==> config.mk <==
export PLATFORM = sky130hd
export DESIGN_NAME = hmbx_top
export DESIGN_NICKNAME = d
export VERILOG_FILES = /design/src/rtl/hmbx_pkg.sv /design/src/rtl/hmbx_lane.sv /design/src/rtl/hmbx_ctl.sv /design/src/rtl/hmbx_top.sv
export SDC_FILE = /design/constraint.sdc
export NUM_CORES = 1
export LEC_CHECK = 0
export ABC_AREA = 1
export ABC_CLOCK_PERIOD_IN_PS = 1200
export BUFFER_PORTS_ARGS = -buffer_cell sky130_fd_sc_hd__buf_2
export CAP_MARGIN = 20
export CORE_UTILIZATION = 30
export DETAILED_ROUTE_END_ITERATION = 16
export PLACE_DENSITY = 0.48
export SLEW_MARGIN = 15
export SYNTH_ARGS = -nofsm -noshare
export SYNTH_HDL_FRONTEND = slang
export SYNTH_SLANG_ARGS = --single-unit
==> constraint.sdc <==
create_clock -name clk -period 1.2 [get_ports clk]
set_clock_uncertainty 0.1 [all_clocks]
set_input_delay 0.12 -clock clk [delete_from_list [all_inputs] [get_ports clk]]
set_output_delay 0.12 -clock clk [all_outputs]
set_load 0.02 [all_outputs]
==> src/rtl/hmbx_pkg.sv <==
package hmbx_pkg;
    localparam int HB    = 8;
    localparam int DW    = 2 * HB;
    localparam int VEC_W = 5;

    typedef enum logic [2:0] {
        HA_CTRL = 3'd0,
        HA_CVEC = 3'd1,
        HA_STAT = 3'd2,
        HA_IVEC = 3'd3,
        HA_ZERO = 3'd4,
        HA_RSVD = 3'd5,
        HA_DHI  = 3'd6,
        HA_DLO  = 3'd7
    } haddr_e;

    typedef enum logic [1:0] {
        DA_CTRL = 2'd0,
        DA_STAT = 2'd1,
        DA_DATA = 2'd2,
        DA_NONE = 2'd3
    } daddr_e;

    // DSP-side control word, bits 4..0
    typedef struct packed {
        logic flag_b;
        logic flag_a;
        logic cmd_ie;
        logic tx_ie;
        logic rx_ie;
    } dctrl_t;

    // Host-side control byte, stored bits only
    typedef struct packed {
        logic flag_b;
        logic flag_a;
        logic tx_req;
        logic rx_req;
    } hctrl_t;

    typedef struct packed {
        logic             cmd;
        logic [VEC_W-1:0] vec;
    } cvec_t;

    function automatic logic [HB-1:0] hctrl_byte(hctrl_t c);
        return {3'b000, c.flag_b, c.flag_a, 1'b0, c.tx_req, c.rx_req};
    endfunction

    function automatic hctrl_t hctrl_from(logic [HB-1:0] b);
        hctrl_t c;
        c.flag_b = b[4];
        c.flag_a = b[3];
        c.tx_req = b[1];
        c.rx_req = b[0];
        return c;
    endfunction

    function automatic logic [HB-1:0] cvec_byte(cvec_t v);
        return {v.cmd, {(HB-1-VEC_W){1'b0}}, v.vec};
    endfunction

    function automatic logic [HB-1:0] hstat_byte(dctrl_t d, logic txe, logic rxf);
        return {3'b000, d.flag_b, d.flag_a, 1'b0, txe, rxf};
    endfunction

    function automatic logic [DW-1:0] dstat_word(hctrl_t h, logic pend, logic txe, logic rxf);
        return {{(DW-8){1'b0}}, 1'b0, 2'b00, h.flag_b, h.flag_a, pend, txe, rxf};
    endfunction
endpackage

==> src/rtl/hmbx_lane.sv <==
module hmbx_lane
    import hmbx_pkg::*;
(
    input  logic          clk,
    input  logic          rst,
    input  logic          wr_hi,
    input  logic          wr_lo,
    input  logic          commit,
    input  logic [DW-1:0] wdata,
    input  logic          drain,
    output logic          src_empty,
    output logic          dst_full,
    output logic [DW-1:0] dst_word
);
    logic [DW-1:0] stage_q;
    logic [DW-1:0] dst_q;
    logic          empty_q;
    logic          full_q;
    logic          move;

    assign move = !empty_q && !full_q;

    always_ff @(posedge clk) begin
        if (rst) begin
            stage_q <= '0;
            dst_q   <= '0;
            empty_q <= 1'b1;
            full_q  <= 1'b0;
        end else begin
            if (empty_q && wr_hi) stage_q[DW-1:HB] <= wdata[DW-1:HB];
            if (empty_q && wr_lo) stage_q[HB-1:0]  <= wdata[HB-1:0];
            if (move) begin
                dst_q   <= stage_q;
                full_q  <= 1'b1;
                empty_q <= 1'b1;
            end else begin
                if (empty_q && commit) empty_q <= 1'b0;
                if (full_q && drain)   full_q  <= 1'b0;
            end
        end
    end

    assign src_empty = empty_q;
    assign dst_full  = full_q;
    assign dst_word  = dst_q;

    assert_full_held_R4: assert property (@(posedge clk) disable iff (rst)
        (full_q && !drain) |=> (full_q && $stable(dst_q)));
    assert_stage_held_R3: assert property (@(posedge clk) disable iff (rst)
        (!empty_q) |=> $stable(stage_q));
    assert_full_clear_by_read_R4: assert property (@(posedge clk) disable iff (rst)
        $fell(full_q) |-> $past(drain));
    assert_cross_sets_flags_R2: assert property (@(posedge clk) disable iff (rst)
        (!empty_q && !full_q) |=> (full_q && empty_q));
endmodule

==> src/rtl/hmbx_ctl.sv <==
module hmbx_ctl
    import hmbx_pkg::*;
#(
    parameter logic [VEC_W-1:0] VEC_RESET  = 5'h16,
    parameter logic [HB-1:0]    IVEC_RESET = 8'h0F
) (
    input  logic          clk,
    input  logic          rst,
    input  logic          wr_hctrl,
    input  logic          wr_cvec,
    input  logic          wr_ivec,
    input  logic [HB-1:0] hdata,
    input  logic          wr_dctrl,
    input  logic [DW-1:0] ddata,
    input  logic          rx_full,
    input  logic          tx_empty,
    output hctrl_t        hctrl,
    output dctrl_t        dctrl,
    output cvec_t         cvec,
    output logic [HB-1:0] ivec,
    output logic          irq_rx,
    output logic          irq_tx,
    output logic          irq_cmd
);
    always_ff @(posedge clk) begin
        if (rst) begin
            hctrl <= '0;
            dctrl <= '0;
            cvec  <= '{cmd: 1'b0, vec: VEC_RESET};
            ivec  <= IVEC_RESET;
        end else begin
            if (wr_hctrl) hctrl <= hctrl_from(hdata);
            if (wr_cvec) begin
                cvec.cmd <= hdata[HB-1];
                cvec.vec <= hdata[VEC_W-1:0];
            end
            if (wr_ivec)  ivec  <= hdata;
            if (wr_dctrl) dctrl <= dctrl_t'(ddata[4:0]);
        end
    end

    assign irq_rx  = rx_full  && dctrl.rx_ie;
    assign irq_tx  = tx_empty && dctrl.tx_ie;
    assign irq_cmd = cvec.cmd && dctrl.cmd_ie;

    assert_cvec_stable_R6: assert property (@(posedge clk) disable iff (rst)
        !wr_cvec |=> $stable(cvec));
    assert_dctrl_stable_R8: assert property (@(posedge clk) disable iff (rst)
        !wr_dctrl |=> $stable(dctrl));
    assert_hctrl_stable_R8: assert property (@(posedge clk) disable iff (rst)
        !wr_hctrl |=> $stable(hctrl));
endmodule

==> src/rtl/hmbx_top.sv <==
module hmbx_top
    import hmbx_pkg::*;
#(
    parameter logic [HB-1:0] FILL_BYTE = 8'hE7,
    parameter logic [DW-1:0] FILL_WORD = 16'hC3C3
) (
    input  logic          clk,
    input  logic          rst,
    input  logic [2:0]    host_addr,
    input  logic          host_wr,
    input  logic          host_rd,
    input  logic [7:0]    host_wdata,
    output logic [7:0]    host_rdata,
    input  logic [1:0]    dsp_addr,
    input  logic          dsp_wr,
    input  logic          dsp_rd,
    input  logic [15:0]   dsp_wdata,
    output logic [15:0]   dsp_rdata,
    output logic          irq_rx,
    output logic          irq_tx,
    output logic          irq_cmd
);
    haddr_e ha;
    daddr_e da;
    assign ha = haddr_e'(host_addr);
    assign da = daddr_e'(dsp_addr);

    // DSP to host lane
    logic          d2h_empty, d2h_full;
    logic [DW-1:0] d2h_word;
    logic          dsp_data_wr;
    assign dsp_data_wr = dsp_wr && (da == DA_DATA);

    hmbx_lane u_d2h (
        .clk       (clk),
        .rst       (rst),
        .wr_hi     (dsp_data_wr),
        .wr_lo     (dsp_data_wr),
        .commit    (dsp_data_wr),
        .wdata     (dsp_wdata),
        .drain     (host_rd && (ha == HA_DLO)),
        .src_empty (d2h_empty),
        .dst_full  (d2h_full),
        .dst_word  (d2h_word)
    );

    // Host to DSP lane
    logic          h2d_empty, h2d_full;
    logic [DW-1:0] h2d_word;
    logic          host_lo_wr;
    assign host_lo_wr = host_wr && (ha == HA_DLO);

    hmbx_lane u_h2d (
        .clk       (clk),
        .rst       (rst),
        .wr_hi     (host_wr && (ha == HA_DHI)),
        .wr_lo     (host_lo_wr),
        .commit    (host_lo_wr),
        .wdata     ({host_wdata, host_wdata}),
        .drain     (dsp_rd && (da == DA_DATA)),
        .src_empty (h2d_empty),
        .dst_full  (h2d_full),
        .dst_word  (h2d_word)
    );

    hctrl_t        hctrl;
    dctrl_t        dctrl;
    cvec_t         cvec;
    logic [HB-1:0] ivec;

    hmbx_ctl u_ctl (
        .clk      (clk),
        .rst      (rst),
        .wr_hctrl (host_wr && (ha == HA_CTRL)),
        .wr_cvec  (host_wr && (ha == HA_CVEC)),
        .wr_ivec  (host_wr && (ha == HA_IVEC)),
        .hdata    (host_wdata),
        .wr_dctrl (dsp_wr && (da == DA_CTRL)),
        .ddata    (dsp_wdata),
        .rx_full  (h2d_full),
        .tx_empty (d2h_empty),
        .hctrl    (hctrl),
        .dctrl    (dctrl),
        .cvec     (cvec),
        .ivec     (ivec),
        .irq_rx   (irq_rx),
        .irq_tx   (irq_tx),
        .irq_cmd  (irq_cmd)
    );

    always_comb begin
        case (ha)
            HA_CTRL: host_rdata = hctrl_byte(hctrl);
            HA_CVEC: host_rdata = cvec_byte(cvec);
            HA_STAT: host_rdata = hstat_byte(dctrl, h2d_empty, d2h_full);
            HA_IVEC: host_rdata = ivec;
            HA_ZERO: host_rdata = '0;
            HA_RSVD: host_rdata = '1;
            HA_DHI:  host_rdata = d2h_full ? d2h_word[DW-1:HB] : FILL_BYTE;
            default: host_rdata = d2h_full ? d2h_word[HB-1:0]  : FILL_BYTE;
        endcase
    end

    always_comb begin
        case (da)
            DA_CTRL: dsp_rdata = {{(DW-5){1'b0}}, dctrl};
            DA_STAT: dsp_rdata = dstat_word(hctrl, cvec.cmd, d2h_empty, h2d_full);
            DA_DATA: dsp_rdata = h2d_full ? h2d_word : FILL_WORD;
            default: dsp_rdata = '0;
        endcase
    end

    assert_irq_rx_gate_R7: assert property (@(posedge clk) disable iff (rst)
        irq_rx |-> (h2d_full && dctrl.rx_ie));
    assert_dma_zero_R1: assert property (@(posedge clk) disable iff (rst)
        (da == DA_STAT) |-> (dsp_rdata[7] == 1'b0));
endmodule

After elaboration in Yosys (flattened, before gate mapping) --
Cells that the tools add are included. Widths: inputs -> output; s select.
Storage, ports and cells: flip-flop bits (word level) 91, output and inout port bits 27, logic and storage cells 68
Operators by class: multiplexer cells 9, equal/unequal tests 9, reductions and logical operators 29
Operators with widths (number):
- $pmux 8 s7 | 1
- $pmux 16 s3 | 1
- $logic_and 1x1->1 | 19
- $mux 16 | 1
- $mux 8 | 2
- $eq 3x3->1 const B | 4
- $eq 3x2->1 const B | 2
- $logic_not 1->1 | 4
- $mux 1 | 4
- $reduce_bool 2->1 | 2
- $reduce_or 2->1 | 2
- $eq 3x1->1 const B | 1
- $logic_not 3->1 | 1
- $eq 2x1->1 const B | 1
- $eq 2x2->1 const B | 1
- $logic_not 2->1 | 1

Longest topological paths before layout --
Gate-level depths: netlist (run 1).
depth in word-level cells 5, mapped depth 8

Hierarchy --
From an unflattened synthesis (run 1), not the netlist that was laid out.
Second synthesis, totals: cells, all modules 663, area total of the unflattened synthesis 4321.6 um^2
By module, submodules not included:
- hmbx_lane | seq. area each 680.7 um^2, cells each 182, times used 2, area an instance 1348.8 um^2
- hmbx_ctl | seq. area each 460.4 um^2, cells each 135, times used 1, area an instance 910.9 um^2
- hmbx_top | seq. area each 0.0 um^2, cells each 164, times used 1, area an instance 713.2 um^2

Least setup slack after synthesis (run 1) --
No wires, ideal clock.
path kind register -> output, start register u_h2d.full_q, in the netlist u_h2d.dst_full, end output port dsp_rdata[0], path slack -0.063 ns, buffers on the path 1, arrival 1.043 ns, cell stages (with the launch flop) 4, required time 0.980 ns, cells stage by stage dfxtp_1 > buf_6 > clkinv_1 > o211ai_1
Between the ends: cells in the longest elaborated chain, start to end 2
Ends and longest elaborated chain:
- from (decl) | line hmbx_lane.sv:18 | logic full_q;
- from (signal assigned) | line hmbx_lane.sv:28 | full_q <= 1'b0;
- from (signal assigned) | line hmbx_lane.sv:34 | full_q <= 1'b1;
- from (signal assigned) | line hmbx_lane.sv:38 | if (full_q && drain) full_q <= 1'b0;
- $mux 16 | line hmbx_top.sv:108 | DA_DATA: dsp_rdata = h2d_full ? h2d_word : FILL_WORD;
- $pmux 16 s3 * | line hmbx_top.sv:105 | case (da)
- to (decl) | line hmbx_top.sv:18 | output logic [15:0] dsp_rdata,
Every way passes the cells marked *; elsewhere a longest branch is shown, timed or not.

Final worst setup path (run 1) --
start register u_d2h.full_q, in the netlist u_d2h.dst_full, end output port host_rdata[0]
Between the ends: cells in the longest elaborated chain, start to end 2, elaborated cells between the ends (all ways) 3, classes of those cells 3 x mux
Ends and longest elaborated chain:
- from (decl) | line hmbx_lane.sv:18
- from (signal assigned) | line hmbx_lane.sv:28
- from (signal assigned) | line hmbx_lane.sv:34
- from (signal assigned) | line hmbx_lane.sv:38
- $mux 8 (on tied branches) | line hmbx_top.sv:100, hmbx_top.sv:99
- $pmux 8 s7 * | line hmbx_top.sv:92 | case (ha)
- to (decl) | line hmbx_top.sv:13 | output logic [7:0] host_rdata,
Marks and branches as above.

==> results.py, run 1 <==
metrics = {
    "finish": {
        "final_cell_mix": "111 x nor2_1, 84 x dfxtp_1, 70 x nand2_1, 39 x buf_2, 35 x buf_4",
        "diodes": 0,
        "syn_to_final_growth_pct": 50.7,
        "num-nets-final": 718,
        "drive_gt1_share_pct": 35.6,
        "fill_cells": 1330,
        "final_common_cell": "nor2_1",
        "final_util_pct": 46.7,
        "regArea_um2": 1840,
        "multi_input_area_um2": 2160,
    },
    "yosys": {
        "syn_nets": 591,
        "synth_area_per_cell_um2": 7.08,
        "netlist_instances": 556,
        "synth_area_um2": 3940,
        "yosysSeqAreaShare_pct": 46.3,
        "synth-seq-cells": 91,
        "synth_warnings": 0,
        "yosysUniqueCellTypes": 22,
    },
    "critical_path": {
        "crit_start": "u_d2h.dst_full",
        "critical_path.slowest_cell": "dfxtp_4",
        "cp_common_cell": "nor2_1",
        "rr_startpoint": "u_h2d.src_empty",
        "endpoint_kind": "output port",
        "critical_path.startpoint_type": "flop",
        "endpoint": "host_rdata[0]",
        "r2r_setup_slack_ns": -0.19,
        "path_max_fanout": 7,
        "critPathRequiredTime_ns": 0.98,
        "r2r_cells": 7,
        "crit_type": "flop to output port",
        "r2r_end": "u_h2d.dst_word[14]",
        "path_cells": "clkinvlp_4 > nor2_1 > nor2_1 > nor2_1 > nand3_1 > buf_6",
        "slowest_delay_ns": 0.37,
        "cp.arrival_ns": 1.44,
    },
    "drt": {
        "route.detailed.drc": 0,
        "wire_per_inst_um": 13.9,
        "vias": 3955,
        "ant_nets": 0,
        "drt_wl_total_um": 11900,
        "viasPerCell": 4.60,
        "drt_iter0_drc": 183,
        "dr.pass1.iters": 4,
    },
    "floorplan": {
        "num_io_pins": 62,
        "initial_core_util_pct": 31.0,
        "die_w_um": 117,
        "rows": 41,
        "dieArea_um2": 13600,
        "die-height_um": 117,
        "coreArea_um2": 12700,
    },
    "clock_network": {
        "clk_latency_ns": 0.34,
        "cts-root-buf": "clkbuf_16",
        "h-tree-depth": 3,
        "cts_tree": "done",
        "cts_buffer_depth": 2,
        "cts_buffers": 9,
        "clkTransAtPathRegs_ns": 0.06,
        "clkSinkCount": 91,
    },
    "placement": {
        "gp_congestion": 0.832,
        "dp_hpwl_um": 7630,
        "portBuffers": 61,
    },
    "sta": {
        "setup_ws_ns": -0.462,
        "setup_viol": 63,
        "fin_crit_sh_pct": 139,
        "hold_viol": 0,
        "fin_setup_tns_ns": -10.58,
        "finalCriticalPeriod_ns": 1.66,
        "rsz0062_at_grt": "yes",
        "fmax_mhz": 602,
        "relSlewSlack_pct": 78.1,
        "worst_slew_pin_slew_ns": 0.328,
        "finalMaxSlewViolations": 0,
    },
    "global_routing": {
        "antenna_found_initial": 0,
        "grt-ovfl-total": 0,
        "grt_pass1_wl_um": 17800,
        "grt_use_total_pct": 17.1,
        "grt_pass1_vias": 3596,
        "grt_max_degree": 56,
    },
    "min_path": {
        "hp-class": "input port to flop",
        "min_from": "rst",
    },
    "power": {
        "power.leakage_nw": 2.66,
        "power_density_nw_per_um2": 1200,
        "ir_drop_v": 0.000634,
    },
    "run_status": {
        "outcome": "complete, but fails checks",
        "violations": "setup timing",
    },
    "run": {
        "maxCapViolations": 0,
    },
}
-- state kept, by name (all words and copies together) (netlist names) --
signal and flops:
u_ctl.cvec 6, u_h2d.src_empty 1, u_d2h.src_empty 1, u_d2h.dst_full 1, u_ctl.ivec 8, u_h2d.dst_full 1, u_h2d.dst_word 16, u_d2h.dst_word 16
u_h2d.stage_q 16, u_d2h.stage_q 16, u_ctl.hctrl 4, u_ctl.dctrl 5
-- per-layer routing --
| metal | vias up | GRT usage, % | wire length [um] | share of wire [%] |
|---|---|---|---|---|
| met5 | - | 0 | 0 | 0 |
| met4 | 0 | 5.23 | 141 | 1.2 |
| met3 | 8 | 4.62 | 462 | 3.9 |
| met2 | 72 | 26.1 | 5520 | 46 |
| met1 | 1829 | 23.5 | 5820 | 49 |
| li1 | 2046 | - | - | - |
-- Yosys cell counts (all sizes together) --
master	number	area, um2
nor2	151	622
nor3	8	40.0
inv	39	146
nand4	8	50.1
buf	13	95.1
o21bai	4	30.0
clkbuf	11	41.3
clkinv	4	15.0
a21oi	25	125
dfxtp	91	1820
nand2	99	377
o211ai	8	60.1
o21ai	67	335
nand3	28	180
-- critical path, delay by kind of cell, from the launching register on --
kind	cells	cell delay, ns
simple gates	4	0.41
flops	1	0.37
buf+inv	2	0.33
-- stage by stage --
step	hold slack, ns	power, mW	instances	instance area, um2	setup WS [ns]
after floorplan	0.107	3.76	556	3940	0.00265
after global placement	0.214	4.07	800	4630	-0.107
after detailed placement	0.220	4.08	800	4630	-0.132
after CTS	0.0187	7.05	845	5440	-0.423
after global routing	0.0325	7.47	860	5940	-0.555
final	0.0221	7.14	860	5940	-0.462
-- layout make-up --
cell class,count,area share [%]
multi-input cells,398,36.4
flip-flops and latches,91,31.0
repair buffers,137,20.6
clock buffers,14,4.78
well taps,172,3.62
inverters,43,2.99
clock inverters,2,0.295
repair inverters,3,0.295
-- cells by family after synthesis --
logic type	after synthesis	synth area share (%)
AOI/OAI and AO/OA	104	14.0
buffers and inverters	67	7.56
DFF	91	46.3
and+or+nand+nor	294	32.2
-- power breakdown --
group,total [mW],switching (mW),internal [mW]
sequential,3.24,0.0934,3.15
combinational,1.08,0.599,0.477
clock,2.82,1.18,1.64
-- worst min-delay path by stage --
stage	end	depth (start not counted)
4_1_cts	u_ctl.ivec[5]	3
5_1_grt	u_ctl.ivec[7]	3
2_1_floorplan	u_d2h.dst_full	1
6_report	u_ctl.ivec[5]	3
3_3_place_gp	u_d2h.dst_full	2
3_5_place_dp	u_d2h.dst_full	2
-- what timing repair did --
action | CTS | global route
pin swaps | 16 | 36
resized for setup | 78 | 141
gates cloned | 1 | 8
hold buffers | 26 | 0
setup endpoints to repair | 51 | 83
setup buffers | 2 | 7
endpoints found under the hold margin | 42 | 0
Power figures use the tool's default switching activity.
==> run 2, diff against run 1 <==
Settings changed: BUFFER_PORTS_ARGS -buffer_cell sky130_fd_sc_hd__buf_2 to -buffer_cell sky130_fd_sc_hd__buf_4, SLEW_MARGIN 15 to not set.
==> results.py, run 2 (same netlist as run 1, synthesis figures left out) <==
metrics = {
    "clock_network": {
        "clk_latency_ns": 0.34,
        "clkTransAtPathRegs_ns": 0.06,
        "cts-root-buf": "clkbuf_16",
        "clkSinkCount": 91,
        "h-tree-depth": 3,
        "cts_tree": "done",
        "cts_buffers": 9,
        "cts_buffer_depth": 2,
    },
    "sta": {
        "setup_ws_ns": -0.419,
        "setup_viol": 47,
        "relSlewSlack_pct": 75.6,
        "hold_viol": 0,
        "finalMaxSlewViolations": 0,
        "fmax_mhz": 618,
        "fin_crit_sh_pct": 135,
        "hold_ws_ns": 0.113,
        "rsz0062_at_grt": "yes",
        "finalCriticalPeriod_ns": 1.62,
        "worst_slew_pin_slew_ns": 0.365,
    },
    "power": {
        "pwr-share-seq_pct": 46.2,
        "power_density_nw_per_um2": 1200,
        "p_sw_share_pct": 26.0,
        "netSwitchingPower_mw": 1.83,
        "p_int_mw": 5.20,
        "ir_drop_v": 0.000657,
        "combPwrFrac_pct": 14.8,
        "pwr-share-clk_pct": 38.9,
        "power.leakage_nw": 2.65,
    },
    "global_routing": {
        "antenna_found_initial": 0,
        "grt_use_total_pct": 17.1,
        "grt_max_degree": 49,
        "grt-ovfl-total": 0,
        "grt_pass1_wl_um": 17800,
        "grt_pass1_vias": 3560,
    },
    "critical_path": {
        "cp_num_cells": 5,
        "path_max_fanout": 7,
        "endpoint": "host_rdata[3]",
        "path_cells": "clkinvlp_4 > nor2_2 > nand2_1 > nand3_1 > buf_4",
        "rr_startpoint": "u_h2d.dst_full",
        "path_buf_inv": 2,
        "crit_start": "u_d2h.dst_full",
        "cp.arrival_ns": 1.40,
        "critical_path.startpoint_type": "flop",
        "r2r_cells": 7,
        "critical_path.slowest_cell": "dfxtp_4",
        "crit_type": "flop to output port",
        "r2r_end": "u_h2d.src_empty",
        "critPathRequiredTime_ns": 0.98,
        "crit_family": "flip-flops",
        "endpoint_kind": "output port",
        "r2r_setup_slack_ns": -0.12,
        "slowest_delay_ns": 0.38,
    },
    "drt": {
        "drt_wl_total_um": 11200,
        "route.detailed.drc": 0,
        "vias": 3874,
        "dr.pass1.iters": 4,
        "ant_nets": 0,
        "viasPerCell": 4.55,
        "wire_per_inst_um": 13.2,
        "drt_iter0_drc": 162,
    },
    "run": {
        "maxCapViolations": 0,
    },
    "run_status": {
        "outcome": "complete, but fails checks",
        "violations": "setup timing",
    },
    "placement": {
        "pre_cts_slack_ns": -0.0890,
        "dp_hpwl_um": 7710,
        "gp_congestion": 0.861,
        "portBuffers": 61,
    },
    "floorplan": {
        "rows": 41,
        "dieArea_um2": 13600,
        "coreArea_um2": 12700,
        "die-height_um": 117,
        "num_io_pins": 62,
        "die_w_um": 117,
        "initial_core_util_pct": 31.0,
    },
    "finish": {
        "final_common_cell": "nor2_1",
        "regArea_um2": 1840,
        "syn_to_final_growth_pct": 48.9,
        "num-nets-final": 710,
        "fill_cells": 1339,
        "final_cell_mix": "114 x nor2_1, 87 x nand2_1, 84 x dfxtp_1, 73 x buf_4, 36 x o21ai_0",
        "diodes": 0,
        "drive_gt1_share_pct": 30.9,
        "multi_input_area_um2": 2070,
    },
    "min_path": {
        "hp-class": "input port to flop",
    },
}
[run 2: changes by cell type in the layout (fill, tap and decap cells not counted), sizes merged]
cell,before,now
buf,107,101
inv,39,41
clkbuf,18,13
dlygate4sd3,26,27
[run 2: how the worst min path moves through the flow]
| stage | start | end | slack, ns | depth (start not counted) |
|---|---|---|---|---|
| 4_1_cts | host_wr | u_ctl.cvec[1] | 0.11 | 3 |
| 3_3_place_gp | host_rd | u_d2h.dst_full | 0.21 | 2 |
| 5_1_grt | host_wr | u_ctl.cvec[1] | 0.14 | 3 |
| 2_1_floorplan | host_rd | u_d2h.dst_full | 0.11 | 1 |
| 3_5_place_dp | host_rd | u_d2h.dst_full | 0.21 | 2 |
| 6_report | dsp_wr | u_ctl.dctrl[1] | 0.11 | 4 |
[run 2: worst reg2reg max path, delay by kind of cell (launching register included)]
family                 cells  cell delay, ns
AO/OA/AOI/OAI              1            0.07
flip-flops                 1            0.39
AND/OR/NAND/NOR            1            0.04
buffers and inverters      5            0.60
[run 2: layout make-up]
class / count / area share (%)
multi-input combinational: 398 / 35.3
sequential: 91 / 31.4
timing repair buffer: 129 / 21.0
clock buffer: 12 / 4.55
tap: 172 / 3.67
inverter: 43 / 3.03
timing repair inverter: 3 / 0.619
clock inverter: 4 / 0.405
[run 2: repair_timing]
| item | CTS | global route |
|---|---|---|
| pin swaps | 17 | 15 |
| cloned | 1 | 4 |
| setup buffers | 0 | 8 |
| resized for setup | 59 | 101 |
| endpoints found under the hold margin | 55 | 0 |
| setup endpoints to repair | 51 | 68 |
| hold buffers | 27 | 0 |
[run 2: power groups by stage]
stage / Combinational (mW) / Sequential [mW] / Clock [mW]
after global routing: 1.15 / 3.27 / 2.95
after detailed placement: 0.849 / 3.30 / 0
after global placement: 0.840 / 3.30 / 0
final: 1.04 / 3.25 / 2.74
after CTS: 0.958 / 3.24 / 2.80
after floorplan: 0.487 / 3.27 / 0
[run 2: metal layers]
metal	track usage, %	vias up	wire length (um)
met1	23.7	1771	5720
met5	0	-	0
met4	7.68	0	221
met2	25.7	64	4950
li1	-	2026	-
met3	3.06	13	355
[run 2: through the flow]
stage / std cells / util (%) / setup TNS, ns / instance area, um2 / total power, mW
5_1_grt: 852 / 46.1 / -9.76 / 5860 / 7.36
3_3_place_gp: 798 / 37.5 / -1.07 / 4780 / 4.14
6_report: 852 / 46.1 / -7.02 / 5860 / 7.03
3_5_place_dp: 798 / 37.5 / -1.42 / 4780 / 4.15
2_1_floorplan: 556 / - / 0 / 3940 / 3.76
4_1_cts: 842 / 43.4 / -6.66 / 5520 / 7.00
